**src/rtl/wmc_pkg.sv**
```systemverilog
package wmc_pkg;
  localparam int unsigned DATA_W   = 32;
  localparam int unsigned LANE_W   = 8;
  localparam int unsigned BLK_COLS = 8;
  localparam int unsigned COL_W    = 8;
endpackage

```
**src/rtl/wmc_mask_reg.sv**
```systemverilog
module wmc_mask_reg #(
  parameter int unsigned W = 32
) (
  input  logic         clk_i,
  input  logic         rst_ni,
  input  logic         load_i,
  input  logic [W-1:0] d_i,
  output logic [W-1:0] q_o
);
  always_ff @(posedge clk_i or negedge rst_ni) begin
    if (!rst_ni)     q_o <= '1;
    else if (load_i) q_o <= d_i;
  end

  AST_MASK_LOAD: assert property (@(posedge clk_i) disable iff (!rst_ni)
    load_i |=> q_o == $past(d_i));
  AST_MASK_HOLD: assert property (@(posedge clk_i) disable iff (!rst_ni)
    !load_i |=> $stable(q_o));
endmodule

```
**src/rtl/wmc_lane.sv**
```systemverilog
module wmc_lane #(
  parameter int unsigned LANE_W   = 8,
  parameter int unsigned BLK_COLS = 8
) (
  input  logic                         clk_i,
  input  logic                         rst_ni,
  input  logic                         dqm_i,
  input  logic [LANE_W-1:0]            dq_i,
  input  logic [LANE_W-1:0]            mterm_i,
  output logic [LANE_W-1:0]            norm_en_o,
  output logic [BLK_COLS*LANE_W-1:0]   blk_en_o
);
  logic [LANE_W-1:0] lane_pass;
  assign lane_pass = dqm_i ? '0 : mterm_i;
  assign norm_en_o = lane_pass;

  // one DQ bit of this lane opens one column of the block
  for (genvar c = 0; c < BLK_COLS; c++) begin : g_col
    assign blk_en_o[c*LANE_W +: LANE_W] = dq_i[c] ? lane_pass : '0;
  end

  initial begin
    assert (LANE_W >= BLK_COLS) else $error("lane narrower than block");
  end

  AST_DQM_KILL: assert property (@(posedge clk_i) disable iff (!rst_ni)
    dqm_i |-> (blk_en_o == '0 && norm_en_o == '0));
endmodule

```
**src/rtl/wmc_top.sv**
```systemverilog
module wmc_top
  import wmc_pkg::*;
#(
  parameter int unsigned DATA_W_P   = DATA_W,
  parameter int unsigned LANE_W_P   = LANE_W,
  parameter int unsigned BLK_COLS_P = BLK_COLS,
  parameter int unsigned COL_W_P    = COL_W,
  localparam int unsigned NLANES    = DATA_W_P / LANE_W_P,
  localparam int unsigned BLK_SH    = $clog2(BLK_COLS_P),
  localparam int unsigned CEN_W     = BLK_COLS_P * DATA_W_P
) (
  input  logic                clk_i,
  input  logic                rst_ni,
  input  logic                load_mask_i,
  input  logic                wr_i,
  input  logic                blk_wr_i,
  input  logic                masked_i,
  input  logic [COL_W_P-1:0]  col_i,
  input  logic [NLANES-1:0]   dqm_i,
  input  logic [DATA_W_P-1:0] dq_i,
  output logic                valid_o,
  output logic                blk_o,
  output logic [COL_W_P-1:0]  col_o,
  output logic [DATA_W_P-1:0] wr_en_o,
  output logic [CEN_W-1:0]    col_en_o
);
  logic [DATA_W_P-1:0] mask_q, mterm, norm_en;
  logic [CEN_W-1:0]    blk_en;

  wmc_mask_reg #(.W(DATA_W_P)) u_mask (
    .clk_i (clk_i),
    .rst_ni(rst_ni),
    .load_i(load_mask_i),
    .d_i   (dq_i),
    .q_o   (mask_q)
  );

  // register read before load: same-cycle write sees old mask
  assign mterm = masked_i ? mask_q : '1;

  for (genvar l = 0; l < NLANES; l++) begin : g_lane
    logic [BLK_COLS_P*LANE_W_P-1:0] lane_blk;
    wmc_lane #(.LANE_W(LANE_W_P), .BLK_COLS(BLK_COLS_P)) u_lane (
      .clk_i    (clk_i),
      .rst_ni   (rst_ni),
      .dqm_i    (dqm_i[l]),
      .dq_i     (dq_i[l*LANE_W_P +: LANE_W_P]),
      .mterm_i  (mterm[l*LANE_W_P +: LANE_W_P]),
      .norm_en_o(norm_en[l*LANE_W_P +: LANE_W_P]),
      .blk_en_o (lane_blk)
    );
    for (genvar c = 0; c < BLK_COLS_P; c++) begin : g_map
      assign blk_en[c*DATA_W_P + l*LANE_W_P +: LANE_W_P] =
        lane_blk[c*LANE_W_P +: LANE_W_P];
    end
  end

  logic               any_wr, norm_wr;
  logic [COL_W_P-1:0] base_col;
  assign any_wr   = wr_i | blk_wr_i;
  assign norm_wr  = wr_i & ~blk_wr_i;
  assign base_col = {col_i[COL_W_P-1:BLK_SH], {BLK_SH{1'b0}}};

  always_ff @(posedge clk_i or negedge rst_ni) begin
    if (!rst_ni) begin
      valid_o  <= 1'b0;
      blk_o    <= 1'b0;
      col_o    <= '0;
      wr_en_o  <= '0;
      col_en_o <= '0;
    end else begin
      valid_o  <= any_wr;
      blk_o    <= blk_wr_i;
      col_o    <= blk_wr_i ? base_col : (wr_i ? col_i : '0);
      wr_en_o  <= norm_wr  ? norm_en : '0;
      col_en_o <= blk_wr_i ? blk_en  : '0;
    end
  end

  AST_VALID_FOLLOWS: assert property (@(posedge clk_i) disable iff (!rst_ni)
    any_wr |=> valid_o);
  AST_UNMASKED_FULL: assert property (@(posedge clk_i) disable iff (!rst_ni)
    (norm_wr && !masked_i && dqm_i == '0) |=> wr_en_o == '1);
  AST_BASE_ALIGN: assert property (@(posedge clk_i) disable iff (!rst_ni)
    blk_o |-> col_o[BLK_SH-1:0] == '0);
  AST_BLK_PRIO: assert property (@(posedge clk_i) disable iff (!rst_ni)
    blk_wr_i |=> (blk_o && wr_en_o == '0));
  AST_IDLE_ZERO: assert property (@(posedge clk_i) disable iff (!rst_ni)
    !valid_o |-> (!blk_o && col_o == '0 && wr_en_o == '0 && col_en_o == '0));
endmodule

```
**config.mk**
```make
export PLATFORM = sky130hd
export DESIGN_NAME = wmc_top
export DESIGN_NICKNAME = d
export VERILOG_FILES = /design/src/rtl/wmc_pkg.sv /design/src/rtl/wmc_mask_reg.sv /design/src/rtl/wmc_lane.sv /design/src/rtl/wmc_top.sv
export SDC_FILE = /design/constraint.sdc
export NUM_CORES = 1
export LEC_CHECK = 0
export ABC_AREA = 1
export BUFFER_PORTS_ARGS = -buffer_cell sky130_fd_sc_hd__buf_2
export CORE_MARGIN = 1.5
export CORE_UTILIZATION = 30
export CTS_CLUSTER_DIAMETER = 100
export CTS_CLUSTER_SIZE = 28
export DETAILED_ROUTE_END_ITERATION = 7
export GPL_TIMING_DRIVEN = 0
export PLACE_DENSITY = 0.63
export SYNTH_ARGS = -nofsm -noshare
export SYNTH_HDL_FRONTEND = slang
export SYNTH_SLANG_ARGS = --single-unit
```
**constraint.sdc**
```tcl
create_clock -name clk_i -period 1.05 [get_ports clk_i]
set_input_delay 0.1575 -clock clk_i [delete_from_list [all_inputs] [get_ports clk_i]]
set_output_delay 0.1575 -clock clk_i [all_outputs]
set_load 0.005 [all_outputs]
```
Word-level counts from Yosys, hierarchy flattened:

Cells that the tools add are included.

* bits in registers: 330
* input bits: 50
* output and inout bits: 298
* logic and storage cells: 50

* muxes and demuxes: 41
* bitwise gates (word level): 3

Operators with widths (number)
* 2-to-1 mux 8 bit: 38
* 2-to-1 mux 256 bit: 1
* 2-to-1 mux 32 bit: 2
* AND 1 bit: 1
* inverter 1 bit: 1
* bitwise OR 1 bit: 1

Logic depth before layout (Yosys ltp):

Gate-level depths: netlist (run 1).

* depth after elaboration: 4
* gate-level depth with buffers: 5
* depth with buffers taken out: 4

By module:

Synthesis (run 1) repeated with hierarchy kept, for this count alone.

* cells, all modules: 1485
* area, all modules: 12868.6 um^2

Modules (own cells, without submodules)
* wmc_top: instances 1, cells each 993, area each 10119.7 um^2
* wmc_lane: instances 4, cells each 89, area each 354.1 um^2
* wmc_mask_reg: instances 1, cells each 136, area each 1332.5 um^2

Worst setup path after synthesis (run 1):

Ideal clock, no wire load.

* path kind: register -> register
* from: register u_mask.q_o[30]
* to: register col_en_o[126]
* setup time: 0.074 ns
* data arrival time: 0.806 ns
* path slack: 0.170 ns
* stages on the path, launching flop included: 5
* clock period less this slack: 0.880 ns
* cell sequence: dfstp_2 inv_1 nand2_1 nand2_1 nor2_1

* word-level cells in the longest chain between the ends: 4

RTL lines
* start, declared: RTL line wmc_mask_reg.sv:8 `output logic [W-1:0] q_o`
* start signal, assigned: RTL line wmc_mask_reg.sv:12 `else if (load_i) q_o <= d_i;`
* 2-to-1 mux 32 bit: RTL line wmc_top.sv:39 `assign mterm = masked_i ? mask_q : '1;`
* 2-to-1 mux 8 bit: RTL line wmc_lane.sv:14 `assign lane_pass = dqm_i ? '0 : mterm_i;`
* 2-to-1 mux 8 bit: RTL line wmc_lane.sv:19 `assign blk_en_o[c*LANE_W +: LANE_W] = dq_i[c] ? lane_pass : '0;`
* 2-to-1 mux 256 bit: RTL line wmc_top.sv:76 `col_en_o <= blk_wr_i ? blk_en : '0;`
* end signal, assigned: RTL line wmc_top.sv:76
* end, declared: RTL line wmc_top.sv:25 `output logic [CEN_W-1:0] col_en_o`

Every way passes these cells.
A chain may end at the register's enable or synchronous reset.

Final worst setup path (run 1):

* from: register blk_o
* to: output port blk_o

RTL lines
* start, declared: RTL line wmc_top.sv:22 `output logic blk_o,`
* start signal, assigned: RTL line wmc_top.sv:73 `blk_o <= blk_wr_i;`

No word-level cell between the ends.

==> out/metrics.csv, run 1 <==
stage,metric,value,unit
flow_run,max-cap-violations,0,
place,dp_hpwl,21.1,mm
synth,syn_nets,901,
synth,postSynthRegisterBits,330,
grt,grt_first_pass_wirelength,45.4,mm
critical_path,crit_required,0.89,ns
finish,diodes_inserted,0,
critical_path,timing.rr.start,u_mask.q_o[8],
grt,grt_usage,16.3,%
timing,tightestPinTransition,0.653,ns
status,run_status,"complete, but fails checks",
power_and_ir_drop,power.density,1580,nW/um2
timing,setup_violations,298,
grt,grt_busiest_layer,met2,
timing,timing.setup.tns,-35.36,ns
critical_path,critical_path.top_delay_family,flip-flops,
timing,final_max_slew_viol_count,0,
finish,final_common_cell,sky130_fd_sc_hd__buf_2,
place,dpl_cell_area,13000,um2
route,wl_per_cell,18.0,um
grt,groute.layer.met2.usage,28.0,%
timing,max_freq,824,MHz
grt,largest_net_degree_at_the_start_of_global_routing,127,
clocking,cts.sinks,330,
finish,area_growth_syn_to_layout,33.8,%
finish,final_nets,1321,
clocking,clock_insertion_delay_worst_skew,0.53,ns
die,floorplan.initialDensity,30.7,%
timing,hold_violations_final,85,
finish,final_cell_area,14300,um2
synth,synthDominantCellAreaShare,69.8,%
min_path,holdCritPathClass,in2async,
route,dr.first_iter.drc_count,290,
grt,vias_in_the_first_global_route,7617,
clocking,cts_root_buf,sky130_fd_sc_hd__clkbuf_16,
critical_path,number_of_cells_on_the_worst_reg_to_reg_path,4,
route,drt_drc_violations_left,0,
timing,slew_headroom,56.5,%
critical_path,setup.worst_path.class,reg2out,
status,failing_checks,"hold timing, setup timing",
synth,ys_warn_count,0,
route,drt.antenna.violating_nets,0,
timing,tmin_final,1.21,ns
critical_path,max_stage_delay,0.39,ns
grt,grt_antenna_before_repair,1,
critical_path,chain_of_cells_forming_the_critical_path,buf_6,
timing,setup_slack,-0.164,ns
critical_path,cpMaxStageDelayCell,sky130_fd_sc_hd__dfrtp_1,
synth,yosysUniqueCellTypes,16,
die,core_region_area,34800,um2
synth,mappedNetlistArea,10700,um2
timing,hold_slack,-0.370,ns
finish,final_cells,1735,
critical_path,setup.worst_path.start_class,register,
critical_path,critical_path.max_fanout,1,
grt,gr-usage-met3,3.29,%
critical_path,critical_path.n_buffers_inverters,1,
grt,globalRoute.totalOverflow,0,
place,gp_congestion,0.749,
clocking,ctsHtreeMaxLevel,1,
place,place.detailed.instances,1654,
power_and_ir_drop,vdd.ir_drop.worst,1.44,mV
power_and_ir_drop,total_power,22.6,mW
clocking,tritoncts,built,
synth,synth_area_per_cell,12.6,um2
timing,final_min_period_over_clock_period,116,%
synth,synthesis.instances,851,
clocking,cts_made_buffers,15,
route,finalWirelength,31.2,mm
die,die_w,192,um
critical_path,worstPathArrival,1.06,ns
synth,synth_area_leader_cell,sky130_fd_sc_hd__dfrtp_1,
synth,seq_area_frac_synth,77.7,%
place,io_buffers,346,
die,top_level_ports,348,
route,vias,7416,
finish,post_route_cells_drive_above_1_share,41.6,%
die,rows,68,
clocking,cts.clk_slew.worst_paths,0.11,ns
die,design.die.area,36700,um2
timing,setup_repair_after_global_routing_missed_its_margin,yes,
timing,clock-skew-final,0.0328,ns
die,die_height,192,um
route,avgViaCountPerCell,4.27,
grt,groute.layer.met1.usage,21.4,%
clocking,cts-root-to-sink-buffers,3,
critical_path,critical_path.reg2reg.endpoint,col_en_o[136],
critical_path,worst-r2r-setup-slack,0.02,ns
route,detail_route.first_pass.iterations,4,
synth,synth.area.top_cells,"sky130_fd_sc_hd__dfrtp_1, sky130_fd_sc_hd__nor2_1, sky130_fd_sc_hd__dfstp_2, sky130_fd_sc_hd__nand2_4, sky130_fd_sc_hd__nand2_1",
critical_path,worstSetupEndpointType,output port,
power_and_ir_drop,total_leakage_power,7.97,nW
finish,layout.cells.most_common_list,"sky130_fd_sc_hd__buf_2, sky130_fd_sc_hd__dfrtp_1, sky130_fd_sc_hd__nor2_1, sky130_fd_sc_hd__nand2_1, sky130_fd_sc_hd__nand2_4",
-- worst max-delay path by stage --
stage | endpoint | slack (ns) | cells past startpoint | from
detailed placement | wr_en_o[2] | -0.21 | 6 | blk_wr_i
CTS | col_en_o[193] | -0.20 | 1 | col_en_o[193]
floorplan | col_en_o[126] | 0.17 | 4 | u_mask.q_o[30]
finish | blk_o | -0.16 | 1 | blk_o
global route | col_en_o[193] | -0.21 | 1 | col_en_o[193]
global placement | col_en_o[104] | -6.18 | 1 | rst_ni
-- Yosys cell counts --
library cell,n
sky130_fd_sc_hd__buf_12,2
sky130_fd_sc_hd__buf_2,5
sky130_fd_sc_hd__buf_4,5
sky130_fd_sc_hd__buf_6,2
sky130_fd_sc_hd__buf_8,1
sky130_fd_sc_hd__clkbuf_1,2
sky130_fd_sc_hd__dfrtp_1,298
sky130_fd_sc_hd__dfstp_2,32
sky130_fd_sc_hd__inv_1,39
sky130_fd_sc_hd__inv_2,4
sky130_fd_sc_hd__nand2_1,74
sky130_fd_sc_hd__nand2_2,31
sky130_fd_sc_hd__nand2_4,27
sky130_fd_sc_hd__nor2_1,288
sky130_fd_sc_hd__nor2_2,9
sky130_fd_sc_hd__o21ai_0,32
-- routing by layer --
metal	up-vias	part of all wire (%)
li1	3404	-
met1	3739	43
met2	243	49
met3	30	6.6
met4	0	1.3
met5	-	0
-- state kept, by name, indices dropped and copies added (netlist names) --
name and flops:
col_o 8, valid_o 1, blk_o 1, wr_en_o 32
u_mask.q_o 32, col_en_o 256
-- metrics by stage --
step	utilization, %	setup slack [ns]
floorplan	-	0.170
global placement	37.3	-6.18
detailed placement	37.5	-0.209
CTS	40.3	-0.196
global route	41.1	-0.214
finish	41.1	-0.164
-- cell type report --
cell class / count / area (um2)
buffer: 17 / 148
clock buffer: 24 / 409
clock inverter: 2 / 17.5
fill: 3276 / 20500
inverter: 43 / 161
multi-input combinational: 468 / 2400
sequential: 330 / 8300
tap: 455 / 569
timing repair buffer: 396 / 2290
-- power by group --
part	internal [mW]	switching, mW	leakage (nW)	total [mW]
combinational	0.851	1.68	3.38	2.53
sequential	13.3	0.142	4.38	13.4
clock	2.76	3.91	0.204	6.67
-- kinds of logic (layout without fill, tap and decap cells) --
kind of cell	count (synthesis)	in the layout	share of synthesized area, %
AND/OR/NAND/NOR	429	436	17.9
AO/OA/AOI/OAI	32	32	1.50
buffers and inverters	60	482	2.89
flip-flops	330	330	77.7
-- timing repair --
| item | CTS | global route |
|---|---|---|
| hold buffers | 50 | 1 |
| endpoints found under the setup margin | 356 | 466 |
| buffers inserted | 0 | 0 |
| gates cloned | 0 | 7 |
| resized for setup | 13 | 68 |
| hold endpoints to repair | 333 | 77 |
Note: power is estimated with default switching activity, not from simulation.
==> inputs of run 2 (changes only) <==
Settings changed: BUFFER_PORTS_ARGS -buffer_cell sky130_fd_sc_hd__buf_2 to default, CTS_BUF_LIST from default to sky130_fd_sc_hd__clkbuf_2 sky130_fd_sc_hd__clkbuf_4 sky130_fd_sc_hd__clkbuf_8, DONT_BUFFER_PORTS from default to 1, PLACE_DENSITY 0.63 to 0.55.
==> out/metrics.csv, run 2 (synthesis results as in run 1) <==
stage,metric,value,unit
timing,final_min_period_over_clock_period,115,%
clocking,cts.sinks,330,
route,vias,6245,
finish,area_growth_syn_to_layout,17.3,%
finish,multi_input_comb_area,2570,um2
clocking,cts.hold.buffers_added,48,
grt,grt_antenna_before_repair,1,
status,run_status,"complete, but fails checks",
finish,largest_register_ffs,256,
timing,tightestPinTransition,0.576,ns
timing,tmin_final,1.21,ns
clocking,cts_made_buffers,15,
min_path,holdCritPathClass,in2async,
finish,filler_cell_count,3467,
timing,timing.setup.tns,-26.91,ns
die,die_height,192,um
grt,grt_usage,15.7,%
timing,final_max_slew_viol_count,0,
die,design.die.area,36700,um2
power_and_ir_drop,p_sw,5.29,mW
die,die_w,192,um
route,drt.antenna.violating_nets,0,
critical_path,setup.worst_path.class,reg2out,
clocking,ctsHtreeMaxLevel,1,
clocking,post_cts.repair.setup_buffers,0,
power_and_ir_drop,p_sw_share,25.4,%
route,avgViaCountPerCell,4.47,
finish,seqCellArea,8300,um2
die,core_region_area,34800,um2
status,failing_checks,"hold timing, setup timing",
critical_path,critical_path.max_fanout,1,
power_and_ir_drop,power.clock.fraction,25.9,%
place,gp_congestion,0.750,
finish,final_cells,1396,
power_and_ir_drop,total_leakage_power,6.18,nW
place,dp_hpwl,19.4,mm
route,drt_drc_violations_left,0,
critical_path,setup.worst_path.start_class,register,
finish,max_flop_register,col_en_o,
timing,max_freq,828,MHz
timing,setup_violations,300,
route,finalWirelength,31.0,mm
place,io_buffers,0,
power_and_ir_drop,power_report.internal_total,15.5,mW
power_and_ir_drop,power.combinational.fraction,8.6,%
critical_path,worstSetupEndpointType,output port,
critical_path,worst-r2r-setup-slack,0.03,ns
grt,largest_net_degree_at_the_start_of_global_routing,331,
route,wl_per_cell,22.2,um
timing,hold_slack,-0.744,ns
timing,slew_headroom,61.6,%
route,detail_route.first_pass.iterations,4,
grt,vias_in_the_first_global_route,6452,
clocking,tritoncts,built,
clocking,cts_root_buf,sky130_fd_sc_hd__clkbuf_8,
timing,setup_slack,-0.157,ns
clocking,clock_insertion_delay_worst_skew,0.57,ns
finish,final_nets,981,
place,place.detailed.instances,1306,
clocking,cts-root-to-sink-buffers,3,
critical_path,timing.rr.start,u_mask.q_o[27],
flow_run,max-cap-violations,0,
timing,clock-skew-final,0.0110,ns
critical_path,worstPathArrival,1.05,ns
finish,layout.cells.most_common_list,"sky130_fd_sc_hd__dfrtp_1, sky130_fd_sc_hd__nor2_1, sky130_fd_sc_hd__nand2_4, sky130_fd_sc_hd__nor2_2, sky130_fd_sc_hd__nand2_1",
critical_path,number_of_cells_on_the_worst_reg_to_reg_path,4,
timing,setup_repair_after_global_routing_missed_its_margin,yes,
power_and_ir_drop,vdd.ir_drop.worst,1.04,mV
route,dr.first_iter.drc_count,213,
power_and_ir_drop,power.density,1660,nW/um2
die,top_level_ports,348,
finish,final_common_cell,sky130_fd_sc_hd__dfrtp_1,
die,floorplan.initialDensity,30.7,%
die,rows,68,
power_and_ir_drop,total_power,20.8,mW
finish,post_route_cells_drive_above_1_share,24.8,%
finish,largest_registers_in_the_final_layout,"col_en_o: 256 flops, u_mask.q_o: 32 flops, wr_en_o: 32 flops",
critical_path,crit_required,0.89,ns
clocking,cts.clk_slew.worst_paths,0.16,ns
timing,hold_violations_final,330,
power_and_ir_drop,pwr-share-seq,65.5,%
grt,grt_first_pass_wirelength,43.0,mm
critical_path,critical_path.reg2reg.endpoint,col_en_o[27],
critical_path,critical_path_cell_count,0,
place,place_worst_setup_slack,-0.136,ns
grt,globalRoute.totalOverflow,0,
-- run 2: metal layers --
metal / GRT usage, % / vias up / share of wire, %
li1: - / 2735 / -
met1: 20.6 / 3255 / 43
met2: 25.6 / 225 / 48
met3: 4.71 / 30 / 7.6
met4: 3.52 / 0 / 1.3
met5: 0 / - / 0
-- run 2: worst reg2reg max path, delay by kind of cell (launching register included) --
kind | cells | cell delay [ns]
buffers and inverters | 1 | 0.05
DFF | 1 | 0.54
and+or+nand+nor | 3 | 0.38
-- run 2: power groups by stage --
stage | Sequential [mW] | Combinational [mW] | Clock (mW)
final | 13.6 | 1.78 | 5.39
after global routing | 13.7 | 1.98 | 6.02
after CTS | 13.6 | 1.53 | 5.66
after detailed placement | 13.9 | 1.30 | 0
after global placement | 13.9 | 1.27 | 0
after floorplan | 13.8 | 0.858 | 0
-- run 2: through the flow --
| step | area [um2] | utilization [%] | hold WS (ns) |
|---|---|---|---|
| 2_1_floorplan | 10700 | - | -0.138 |
| 3_3_place_gp | 11200 | 32.3 | -0.132 |
| 3_5_place_dp | 11200 | 32.3 | -0.131 |
| 4_1_cts | 12100 | 34.7 | -0.787 |
| 5_1_grt | 12500 | 36.0 | -0.790 |
| 6_report | 12500 | 36.0 | -0.744 |
-- run 2: worst max-delay path by stage --
stage	start	end	slack (ns)
after floorplan	u_mask.q_o[30]	col_en_o[126]	0.17
after global placement	load_mask_i	u_mask.q_o[13]	-0.13
after detailed placement	load_mask_i	u_mask.q_o[19]	-0.14
after CTS	blk_o	blk_o	-0.23
after global routing	col_en_o[201]	col_en_o[201]	-0.22
final	blk_o	blk_o	-0.16
-- run 2: what timing repair did --
item / 4_1_cts / 5_1_grt
pin swaps: 0 / 2
cloned: 0 / 15
resized for setup: 11 / 114
endpoints found under the setup margin: 341 / 500
endpoints found under the hold margin: 653 / 330
-- run 2: cell type report --
class | instances | share of cell area, %
flip-flops and latches | 330 | 66.2
multi-input cells | 476 | 20.5
well taps | 455 | 4.54
repair buffers | 48 | 3.85
clock buffers | 23 | 2.13
inverters | 43 | 1.31
plain buffers | 17 | 1.27
clock inverters | 3 | 0.140
diodes | 1 | 0.0200
==> inputs of run 3 (changes only) <==
Settings changed: PLACE_DENSITY 0.55 to 0.56.
Clock period 1.05 ns to 1 ns, I/O delays scaled along.
==> out/metrics.csv, run 3 (synthesis results as in run 1) <==
stage,metric,value,unit
grt,vias_in_the_first_global_route,6351,
critical_path,worstSetupStartpoint,blk_o,
power_and_ir_drop,pwr-share-seq,64.1,%
finish,final_cell_utilization_of_the_core,38.2,%
critical_path,worstPathArrival,1.05,ns
timing,slew_headroom,63.0,%
clocking,cts_made_buffers,15,
die,rows,68,
finish,post_route_cells_drive_above_1_share,36.1,%
route,avgViaCountPerCell,4.54,
clocking,cts-root-to-sink-buffers,3,
power_and_ir_drop,p_sw_share,26.4,%
timing,hold_slack,-0.744,ns
timing,final_max_slew_viol_count,0,
timing,setup_repair_after_global_routing_missed_its_margin,yes,
timing,final_min_period_over_clock_period,120,%
power_and_ir_drop,total_leakage_power,6.38,nW
power_and_ir_drop,power.density,1680,nW/um2
route,wl_per_cell,23.0,um
place,dp_hpwl,19.3,mm
place,gp_congestion,0.745,
grt,largest_net_degree_at_the_start_of_global_routing,331,
power_and_ir_drop,total_power,22.3,mW
clocking,cts.sinks,330,
die,design.die.area,36700,um2
power_and_ir_drop,power.clock.fraction,25.3,%
die,core_region_area,34800,um2
clocking,tritoncts,built,
die,die_w,192,um
route,vias,6414,
clocking,ctsHtreeMaxLevel,1,
clocking,cts_root_buf,sky130_fd_sc_hd__clkbuf_8,
timing,setup_slack,-0.203,ns
clocking,cts.clk_slew.worst_paths,0.16,ns
finish,largest_registers_in_the_final_layout,"col_en_o: 256 flops, u_mask.q_o: 32 flops, wr_en_o: 32 flops",
finish,area_growth_syn_to_layout,24.5,%
grt,grt_antenna_before_repair,0,
grt,grt_first_pass_wirelength,43.0,mm
timing,hold_violations_final,330,
place,io_buffers,0,
critical_path,crit_required,0.85,ns
finish,largest_register_ffs,256,
critical_path,timing.rr.start,u_mask.q_o[17],
route,finalWirelength,32.5,mm
critical_path,setup.worst_path.start_class,register,
grt,grt_busiest_layer,met2,
die,die_height,192,um
critical_path,setup.worst_path.class,reg2out,
status,failing_checks,"hold timing, setup timing",
die,floorplan.initialDensity,30.7,%
timing,tmin_final,1.20,ns
power_and_ir_drop,p_sw,5.90,mW
finish,final_cell_area,13300,um2
die,top_level_ports,348,
clocking,clock_insertion_delay_worst_skew,0.56,ns
timing,clock-skew-final,0.0162,ns
grt,gr-usage-met3,4.33,%
min_path,holdCritPathClass,in2async,
power_and_ir_drop,vdd.ir_drop.worst,1.20,mV
timing,setup_violations,298,
grt,groute.layer.met2.usage,25.8,%
timing,tightestPinTransition,0.553,ns
grt,globalRoute.totalOverflow,0,
timing,timing.setup.tns,-38.38,ns
finish,max_flop_register,col_en_o,
critical_path,critical_path.max_fanout,1,
timing,max_freq,832,MHz
finish,layout.cells.most_common_list,"sky130_fd_sc_hd__dfrtp_1, sky130_fd_sc_hd__nor2_1, sky130_fd_sc_hd__nand2_4, sky130_fd_sc_hd__nor2_2, sky130_fd_sc_hd__dlygate4sd3_1",
power_and_ir_drop,power.combinational.fraction,10.5,%
grt,grt_usage,15.7,%
place,dpl_cell_area,11200,um2
grt,groute.layer.met1.usage,21.0,%
route,dr.first_iter.drc_count,206,
flow_run,max-cap-violations,0,
finish,final_common_cell,sky130_fd_sc_hd__dfrtp_1,
route,detail_route.first_pass.iterations,4,
route,drt.antenna.violating_nets,0,
route,drt_drc_violations_left,0,
finish,diodes_inserted,0,
critical_path,worstSetupEndpointType,output port,
power_and_ir_drop,power_report.internal_total,16.4,mW
status,run_status,"complete, but fails checks",
finish,final_nets,1002,
## run 3: timing repair
action,4_1_cts,5_1_grt
hold buffers,48,2
resized for setup,32,272
buffers inserted,0,2
endpoints found under the hold margin,653,332
gates cloned,2,30
pin swaps,0,25
setup endpoints to repair,478,555
## run 3: cell type report
| type | instances | area (um2) |
|---|---|---|
| Buffer | 17 | 159 |
| Clock buffer | 23 | 267 |
| Clock inverter | 1 | 7.51 |
| Fill cell | 3366 | 21500 |
| Inverter | 43 | 174 |
| Multi-Input combinational cell | 492 | 3270 |
| Sequential cell | 330 | 8300 |
| Tap cell | 455 | 569 |
| Timing Repair Buffer | 53 | 546 |
## run 3: path summary, 6_finish.rpt
kind | slack, ns | cells after the start | endpoint
max in group asynchronous | 1.33 | 0 | u_mask.q_o[19]
worst min-delay path | -0.74 | 0 | col_en_o[121]
worst max-delay path | -0.20 | 0 | blk_o
min in group clk_i | 0.05 | 3 | col_o[1]
worst max register to register | 0.01 | 4 | col_en_o[177]
worst min register to register | 0.50 | 2 | u_mask.q_o[15]
## run 3: power groups by stage
stage / clock (mW) / sequential, mW / combinational (mW)
2_1_floorplan: 0 / 14.4 / 0.901
3_3_place_gp: 0 / 14.6 / 1.34
3_5_place_dp: 0 / 14.6 / 1.36
4_1_cts: 5.88 / 14.3 / 1.68
5_1_grt: 6.30 / 14.4 / 2.57
6_report: 5.65 / 14.3 / 2.35
## run 3: metrics by stage
stage | std cells | worst slack (ns)
floorplan | 851 | 0.120
global placement | 1306 | -0.179
detailed placement | 1306 | -0.202
CTS | 1380 | -0.251
global route | 1414 | -0.262
finish | 1414 | -0.203
## run 3: layer usage
layer	share of wire, %	vias to the layer above
met1	43	3348
met3	6.9	23
met5	0	-
met4	1.1	0
met2	49	243
li1	-	2800
